[src/rtl/scl_pkg.sv]
package scl_pkg;

    // Classification of one CPU write after the filter has been consulted
    typedef enum logic [1:0] {
        WR_IDLE    = 2'd0,
        WR_CLEAR   = 2'd1,
        WR_SHIFT   = 2'd2,
        WR_BLOCKED = 2'd3
    } wr_kind_e;

endpackage

[src/rtl/scl_write_gate.sv]
module scl_write_gate
    import scl_pkg::*;
#(
    parameter int unsigned DATA_W        = 8,
    parameter int unsigned RESET_BIT     = 7,
    parameter int unsigned FILTER_RELOAD = 2
) (
    input  logic              clk,
    input  logic              rst_n,
    input  logic              wr_en,
    input  logic              cpu_tick,
    input  logic [DATA_W-1:0] wr_data,
    output wr_kind_e          kind_o
);

    localparam int unsigned FILT_W = (FILTER_RELOAD < 2) ? 1 : $clog2(FILTER_RELOAD + 1);
    localparam logic [FILT_W-1:0] RELOAD_V = FILT_W'(FILTER_RELOAD);
    localparam logic [FILT_W-1:0] ONE_V    = FILT_W'(1);

    typedef struct packed {
        logic [FILT_W-1:0] filt;
    } gate_state_t;

    gate_state_t st_d, st_q;

    always_comb begin
        st_d = st_q;
        if (wr_en) begin
            st_d.filt = RELOAD_V;
        end else if (cpu_tick && (st_q.filt != '0)) begin
            st_d.filt = st_q.filt - ONE_V;
        end
    end

    always_comb begin
        if (!wr_en) begin
            kind_o = WR_IDLE;
        end else if (wr_data[RESET_BIT]) begin
            kind_o = WR_CLEAR;
        end else if (st_q.filt != '0) begin
            kind_o = WR_BLOCKED;
        end else begin
            kind_o = WR_SHIFT;
        end
    end

    always_ff @(posedge clk or negedge rst_n) begin
        if (!rst_n) begin
            st_q <= '0;
        end else begin
            st_q <= st_d;
        end
    end

    // Any write, including a clear or a blocked one, re-arms the filter
    p_reload_r5: assert property (@(posedge clk) disable iff (!rst_n)
        wr_en |=> st_q.filt == RELOAD_V);

    // Reload beats a coincident tick
    p_tick_and_write_r8: assert property (@(posedge clk) disable iff (!rst_n)
        (wr_en && cpu_tick) |=> st_q.filt == RELOAD_V);

    p_decay_r5: assert property (@(posedge clk) disable iff (!rst_n)
        (!wr_en && cpu_tick && st_q.filt != '0) |=> st_q.filt == $past(st_q.filt) - ONE_V);

    p_floor_r8: assert property (@(posedge clk) disable iff (!rst_n)
        (!wr_en && st_q.filt == '0) |=> st_q.filt == '0);

    p_hold_r5: assert property (@(posedge clk) disable iff (!rst_n)
        (!wr_en && !cpu_tick) |=> $stable(st_q.filt));

endmodule

[src/rtl/scl_shift_acc.sv]
module scl_shift_acc
    import scl_pkg::*;
#(
    parameter int unsigned REG_W = 5
) (
    input  logic             clk,
    input  logic             rst_n,
    input  wr_kind_e         kind_i,
    input  logic             bit_i,
    output logic             commit_o,
    output logic [REG_W-1:0] value_o
);

    localparam int unsigned CNT_W = (REG_W < 3) ? 1 : $clog2(REG_W);
    localparam logic [CNT_W-1:0] LAST_V = CNT_W'(REG_W - 1);
    localparam logic [CNT_W-1:0] ONE_V  = CNT_W'(1);

    typedef struct packed {
        logic [CNT_W-1:0] cnt;
        logic [REG_W-2:0] acc;
    } acc_state_t;

    acc_state_t st_d, st_q;

    always_comb begin
        st_d     = st_q;
        commit_o = 1'b0;
        value_o  = {bit_i, st_q.acc};
        case (kind_i)
            WR_CLEAR: begin
                st_d = '0;
            end
            WR_SHIFT: begin
                if (st_q.cnt == LAST_V) begin
                    commit_o = 1'b1;
                    st_d     = '0;
                end else begin
                    st_d.acc[st_q.cnt] = bit_i;
                    st_d.cnt           = st_q.cnt + ONE_V;
                end
            end
            default: begin
                st_d = st_q;
            end
        endcase
    end

    always_ff @(posedge clk or negedge rst_n) begin
        if (!rst_n) begin
            st_q <= '0;
        end else begin
            st_q <= st_d;
        end
    end

    p_clear_r1: assert property (@(posedge clk) disable iff (!rst_n)
        kind_i == WR_CLEAR |=> (st_q.cnt == '0 && st_q.acc == '0));

    p_blocked_r5: assert property (@(posedge clk) disable iff (!rst_n)
        kind_i == WR_BLOCKED |=> $stable(st_q));

    p_lsb_first_r3: assert property (@(posedge clk) disable iff (!rst_n)
        (kind_i == WR_SHIFT && st_q.cnt != LAST_V) |=> st_q.acc[$past(st_q.cnt)] == $past(bit_i));

    p_restart_r4: assert property (@(posedge clk) disable iff (!rst_n)
        commit_o |=> st_q.cnt == '0);

    p_count_range_r4: assert property (@(posedge clk) disable iff (!rst_n)
        st_q.cnt <= LAST_V);

endmodule

[src/rtl/scl_reg_bank.sv]
module scl_reg_bank #(
    parameter int unsigned REG_W      = 5,
    parameter int unsigned NUM_REGS   = 4,
    parameter logic [REG_W-1:0] CTRL_INIT  = 5'h0C,
    parameter logic [REG_W-1:0] CTRL_FORCE = 5'h0C,
    localparam int unsigned SEL_W = (NUM_REGS < 3) ? 1 : $clog2(NUM_REGS)
) (
    input  logic                      clk,
    input  logic                      rst_n,
    input  logic                      commit_i,
    input  logic                      clear_i,
    input  logic [SEL_W-1:0]          sel_i,
    input  logic [REG_W-1:0]          value_i,
    output logic [NUM_REGS*REG_W-1:0] regs_o
);

    typedef struct packed {
        logic [NUM_REGS-1:0][REG_W-1:0] r;
    } bank_state_t;

    bank_state_t st_d, st_q;
    logic [NUM_REGS-1:0][REG_W-1:0] nxt;

    for (genvar i = 0; i < NUM_REGS; i++) begin : g_reg
        logic hit;
        assign hit = commit_i && (sel_i == SEL_W'(i));
        if (i == 0) begin : g_ctrl
            assign nxt[i] = hit     ? value_i :
                            clear_i ? (st_q.r[i] | CTRL_FORCE) :
                                      st_q.r[i];
        end else begin : g_plain
            assign nxt[i] = hit ? value_i : st_q.r[i];
        end
    end

    always_comb begin
        st_d   = st_q;
        st_d.r = nxt;
    end

    always_ff @(posedge clk or negedge rst_n) begin
        if (!rst_n) begin
            st_q      <= '0;
            st_q.r[0] <= CTRL_INIT;
        end else begin
            st_q <= st_d;
        end
    end

    assign regs_o = st_q.r;

    p_force_r2: assert property (@(posedge clk) disable iff (!rst_n)
        clear_i |=> (st_q.r[0] & CTRL_FORCE) == CTRL_FORCE);

    p_keep_other_bits_r2: assert property (@(posedge clk) disable iff (!rst_n)
        clear_i |=> (st_q.r[0] & ~CTRL_FORCE) == ($past(st_q.r[0]) & ~CTRL_FORCE));

    p_commit_target_r4: assert property (@(posedge clk) disable iff (!rst_n)
        commit_i |=> st_q.r[$past(sel_i)] == $past(value_i));

    p_idle_stable_r9: assert property (@(posedge clk) disable iff (!rst_n)
        (!commit_i && !clear_i) |=> $stable(st_q.r));

endmodule

[src/rtl/serial_cfg_loader.sv]
module serial_cfg_loader
    import scl_pkg::*;
#(
    parameter int unsigned DATA_W        = 8,
    parameter int unsigned REG_W         = 5,
    parameter int unsigned NUM_REGS      = 4,
    parameter int unsigned RESET_BIT     = 7,
    parameter int unsigned FILTER_RELOAD = 2,
    parameter logic [REG_W-1:0] CTRL_INIT  = 5'h0C,
    parameter logic [REG_W-1:0] CTRL_FORCE = 5'h0C,
    localparam int unsigned SEL_W = (NUM_REGS < 3) ? 1 : $clog2(NUM_REGS)
) (
    input  logic                      clk,
    input  logic                      rst_n,
    input  logic                      wr_en,
    input  logic [SEL_W-1:0]          wr_addr,
    input  logic [DATA_W-1:0]         wr_data,
    input  logic                      cpu_tick,
    output logic [NUM_REGS*REG_W-1:0] cfg_o
);

    wr_kind_e         kind;
    logic             commit;
    logic [REG_W-1:0] value;

    scl_write_gate #(
        .DATA_W        (DATA_W),
        .RESET_BIT     (RESET_BIT),
        .FILTER_RELOAD (FILTER_RELOAD)
    ) u_gate (
        .clk      (clk),
        .rst_n    (rst_n),
        .wr_en    (wr_en),
        .cpu_tick (cpu_tick),
        .wr_data  (wr_data),
        .kind_o   (kind)
    );

    scl_shift_acc #(
        .REG_W (REG_W)
    ) u_acc (
        .clk      (clk),
        .rst_n    (rst_n),
        .kind_i   (kind),
        .bit_i    (wr_data[0]),
        .commit_o (commit),
        .value_o  (value)
    );

    scl_reg_bank #(
        .REG_W      (REG_W),
        .NUM_REGS   (NUM_REGS),
        .CTRL_INIT  (CTRL_INIT),
        .CTRL_FORCE (CTRL_FORCE)
    ) u_bank (
        .clk      (clk),
        .rst_n    (rst_n),
        .commit_i (commit),
        .clear_i  (kind == WR_CLEAR),
        .sel_i    (wr_addr),
        .value_i  (value),
        .regs_o   (cfg_o)
    );

endmodule

[config.mk]
export PLATFORM = sky130hd
export DESIGN_NAME = serial_cfg_loader
export DESIGN_NICKNAME = d
export VERILOG_FILES = /design/src/rtl/scl_pkg.sv /design/src/rtl/scl_write_gate.sv /design/src/rtl/scl_shift_acc.sv /design/src/rtl/scl_reg_bank.sv /design/src/rtl/serial_cfg_loader.sv
export SDC_FILE = /design/constraint.sdc
export NUM_CORES = 1
export LEC_CHECK = 0
export CAP_MARGIN = 5
export CORE_MARGIN = 10
export CORE_UTILIZATION = 52
export DETAILED_ROUTE_END_ITERATION = 8
export PLACE_DENSITY = 0.79
export SLEW_MARGIN = 0
export SYNTH_ARGS = -nofsm -noshare
export SYNTH_HDL_FRONTEND = slang
export SYNTH_SLANG_ARGS = --single-unit
[constraint.sdc]
create_clock -name clk -period 3.5 [get_ports clk]
set_input_delay 1.05 -clock clk [delete_from_list [all_inputs] [get_ports clk]]
set_output_delay 1.05 -clock clk [all_outputs]
set_load 0.005 [all_outputs]
==> qor.yml <==
worst_setup_path:
  critical_path.endpoint_type: "flip-flop"
  worstReg2RegStart: "u_gate.st_q[0]"
  reg2reg_path_depth: 5
  startpoint_type: "input pin"
  worst_setup_path_endpoint: "u_bank.regs_o[0]"
  cp_max_fo: 5
  timing.reg2reg.setup_slack_ps: 1210
  cp_data_required_time_ps: 3710
  regToRegEndpoint: "u_bank.regs_o[0]"
  worstSetupPathType: "in -> reg"
  cp-startpoint: "wr_data[7]"
  worst_ep_arrival_time_ps: 2800
floorplan:
  dieWidth_um: 71.84
  core_um2: 2522
  num_rows: 18
  fp.dieArea_um2: 5161
  floorplan.die.height_um: 71.84
  initial_core_util: 0.5541
  num_io_pins: 34
placed_design:
  port-buffer-count: 27
  routabilityCongestion: 0.7245
  placed_cells_incl_taps: 168
  post-dp-hpwl_um: 2294
  preCtsSetupSlack_ps: 581.4
final_layout:
  layout_common_cells: "sky130_fd_sc_hd__clkdlybuf4s50_1 (27), sky130_fd_sc_hd__dfrtp_1 (27), sky130_fd_sc_hd__mux2_2 (15)"
  antenna_cells: 0
  drive_above_1_share: 0.2603
  growth_of_design_area_from_synthesis_to_finish_pct: 29.27
  instances_no_fill: 176
  nNetsFinal: 165
detailed_routing:
  postRouteAntennaNets: 0
  drcViolationCount: 0
  drt-initial-drc-count: 69
  avgViaCountPerCell: 5.636
  routed_wire_length_per_instance_um: 17.08
  routed_wirelength_um: 3006
  drt_first_pass_iters: 4
  routed-via-count: 992
timing:
  finalSetupTns_ps: 0
  setup_viol: 0
  slew_headroom: 0.6887
  post-route-worst-setup-slack_ps: 909.0
  holdWs_ps: 511.1
  rsz_0062_raised_after_global_routing: "no"
  fin_worst_skew_ps: 6.804
  fmaxAchievable_ghz: 0.3860
  finalWorstPathRequiredPeriod_ps: 2591
  report.final.slew_viol_count: 0
  slew_at_the_pin_with_the_worst_max_slew_slack_ps: 466.9
  finalHoldViolCount: 0
  final_clock_period_utilization_by_the_worst_path: 0.7403
run_status:
  status: "completed"
grt:
  antenna_found_initial: 0
  grt_max_degree: 30
  number_of_global_route_vias_before_repair: 1058
  global_route.usage.total: 0.1302
  gr-total-overflow: 0
  grt_pass1_wl_um: 5354
clock_tree:
  cts_buffers: 5
  cts_tree: "built"
  clock_insertion_delay_worst_skew_ps: 330
  ctsRootBufferMaster: "sky130_fd_sc_hd__clkbuf_4"
  postCtsResizedCells: 0
  ctsLongestPathBuffers: 2
  cts-htree-levels: 2
  cts_post_setup_buffers_inserted: 0
  clock_sinks: 29
  cts.clk_slew.worst_paths_ps: 90
  ctsHoldBuffers: 0
job:
  maxCapViolations: 0
yosys:
  post_synth_num_cell_types: 32
  synth_warnings: 0
  ys_ff_latch: 29
  mappedNetlistArea_um2: 1398
  syn-num-nets: 131
  synth_area_per_cell_um2: 12.59
  ys_seq_area_frac: 0.5210
  synthCells: 111
power:
  power_per_cell_area_nw_per_um2: 448.6
  total_power_mw: 0.8104
  p_leak_nw: 0.8476
  peakVddDrop_mv: 0.4696
worst_hold_path:
  holdCritPathClass: "reg -> reg"
  timing.hold.worst.start: "u_bank.regs_o[17]"
Yosys cell counts, drive strengths merged:
library cell  number  area share
ha                 6       0.054
nand3b             1      0.0081
o21a               1      0.0054
o41ai              1      0.0063
nand2b             3       0.013
inv                8       0.021
nand3              4       0.014
nand4              1      0.0045
a21oi              2      0.0072
dfrtp             27        0.48
nor2               4       0.011
nor3b              3       0.016
a32oi              1      0.0063
nand2              4       0.013
o31ai              1      0.0054
mux2i              3       0.021
xnor2              1      0.0063
dfstp              2       0.038
nor4               1      0.0090
o211ai             2       0.011
buf                2      0.0072
o21ai              3       0.011
nand4b             1      0.0063
clkbuf             3      0.0081
mux2              20        0.17
nor3               1      0.0036
nor4b              1       0.017
or4                1      0.0054
o22ai              2      0.0090
a31oi              1      0.0045
cells by family (layout without fill, tap and decap cells):
group / after synthesis / after routing / share of synthesized area
flops: 29 / 29 / 0.5210
simple gates: 25 / 25 / 0.1209
mux: 23 / 23 / 0.1961
compound gates: 14 / 14 / 0.06536
buf+inv: 13 / 48 / 0.03671
fa+ha+maj: 6 / 6 / 0.05371
xor+xnor: 1 / 1 / 0.006268
where the power goes:
part           switching [mW]  internal, mW  total [mW]  leakage [nW]
sequential             0.0234         0.356       0.379         0.391
combinational          0.0788        0.0654       0.144         0.411
clock                   0.117         0.171       0.287        0.0455
total                   0.219         0.591       0.810         0.848
worst min-delay path by stage:
stage,end,cells after the start
floorplan,u_gate.st_q[1],2
global placement,u_bank.regs_o[17],1
detailed placement,u_bank.regs_o[6],1
CTS,u_bank.regs_o[19],1
global route,u_bank.regs_o[10],1
finish,u_bank.regs_o[17],1
final cells by class:
cell class,instances,area [um2]
Tap cell,30,37.54
Sequential cell,29,728.2
Clock buffer,7,55.05
Clock inverter,1,30.03
Fill cell,178,715.7
Inverter,8,30.03
Multi-Input combinational cell,69,618.1
Timing Repair Buffer,32,307.8
metrics by stage:
step	cell area, um2	util
final	1807	0.7163
after global routing	1807	0.7163
after CTS	1807	0.7163
after detailed placement	1722	0.6825
after global placement	1722	0.6825
after floorplan	1398	-
registers in the layout, indices dropped and copies added, names as in the netlist:
signal / flops
u_acc.value_o: 4
u_gate.st_q: 2
u_bank.regs_o: 20
u_acc.st_q: 3
worst max-delay path: stages:
cell	delay [ps]
sky130_fd_sc_hd__clkdlybuf4s50_1	420
sky130_fd_sc_hd__nand3b_2	280
sky130_fd_sc_hd__or4_1	690
sky130_fd_sc_hd__mux2_4	370
routing by layer:
metal / vias up / share of wire / track usage / routed length, um
met5: - / 0 / 0 / 0
met4: 0 / 0.012 / 0.03871 / 37
li1: 464 / - / - / -
met3: 7 / 0.092 / 0.07163 / 278
met1: 488 / 0.41 / 0.1447 / 1220
met2: 33 / 0.49 / 0.2088 / 1470
(Power assumes the default switching activity.)
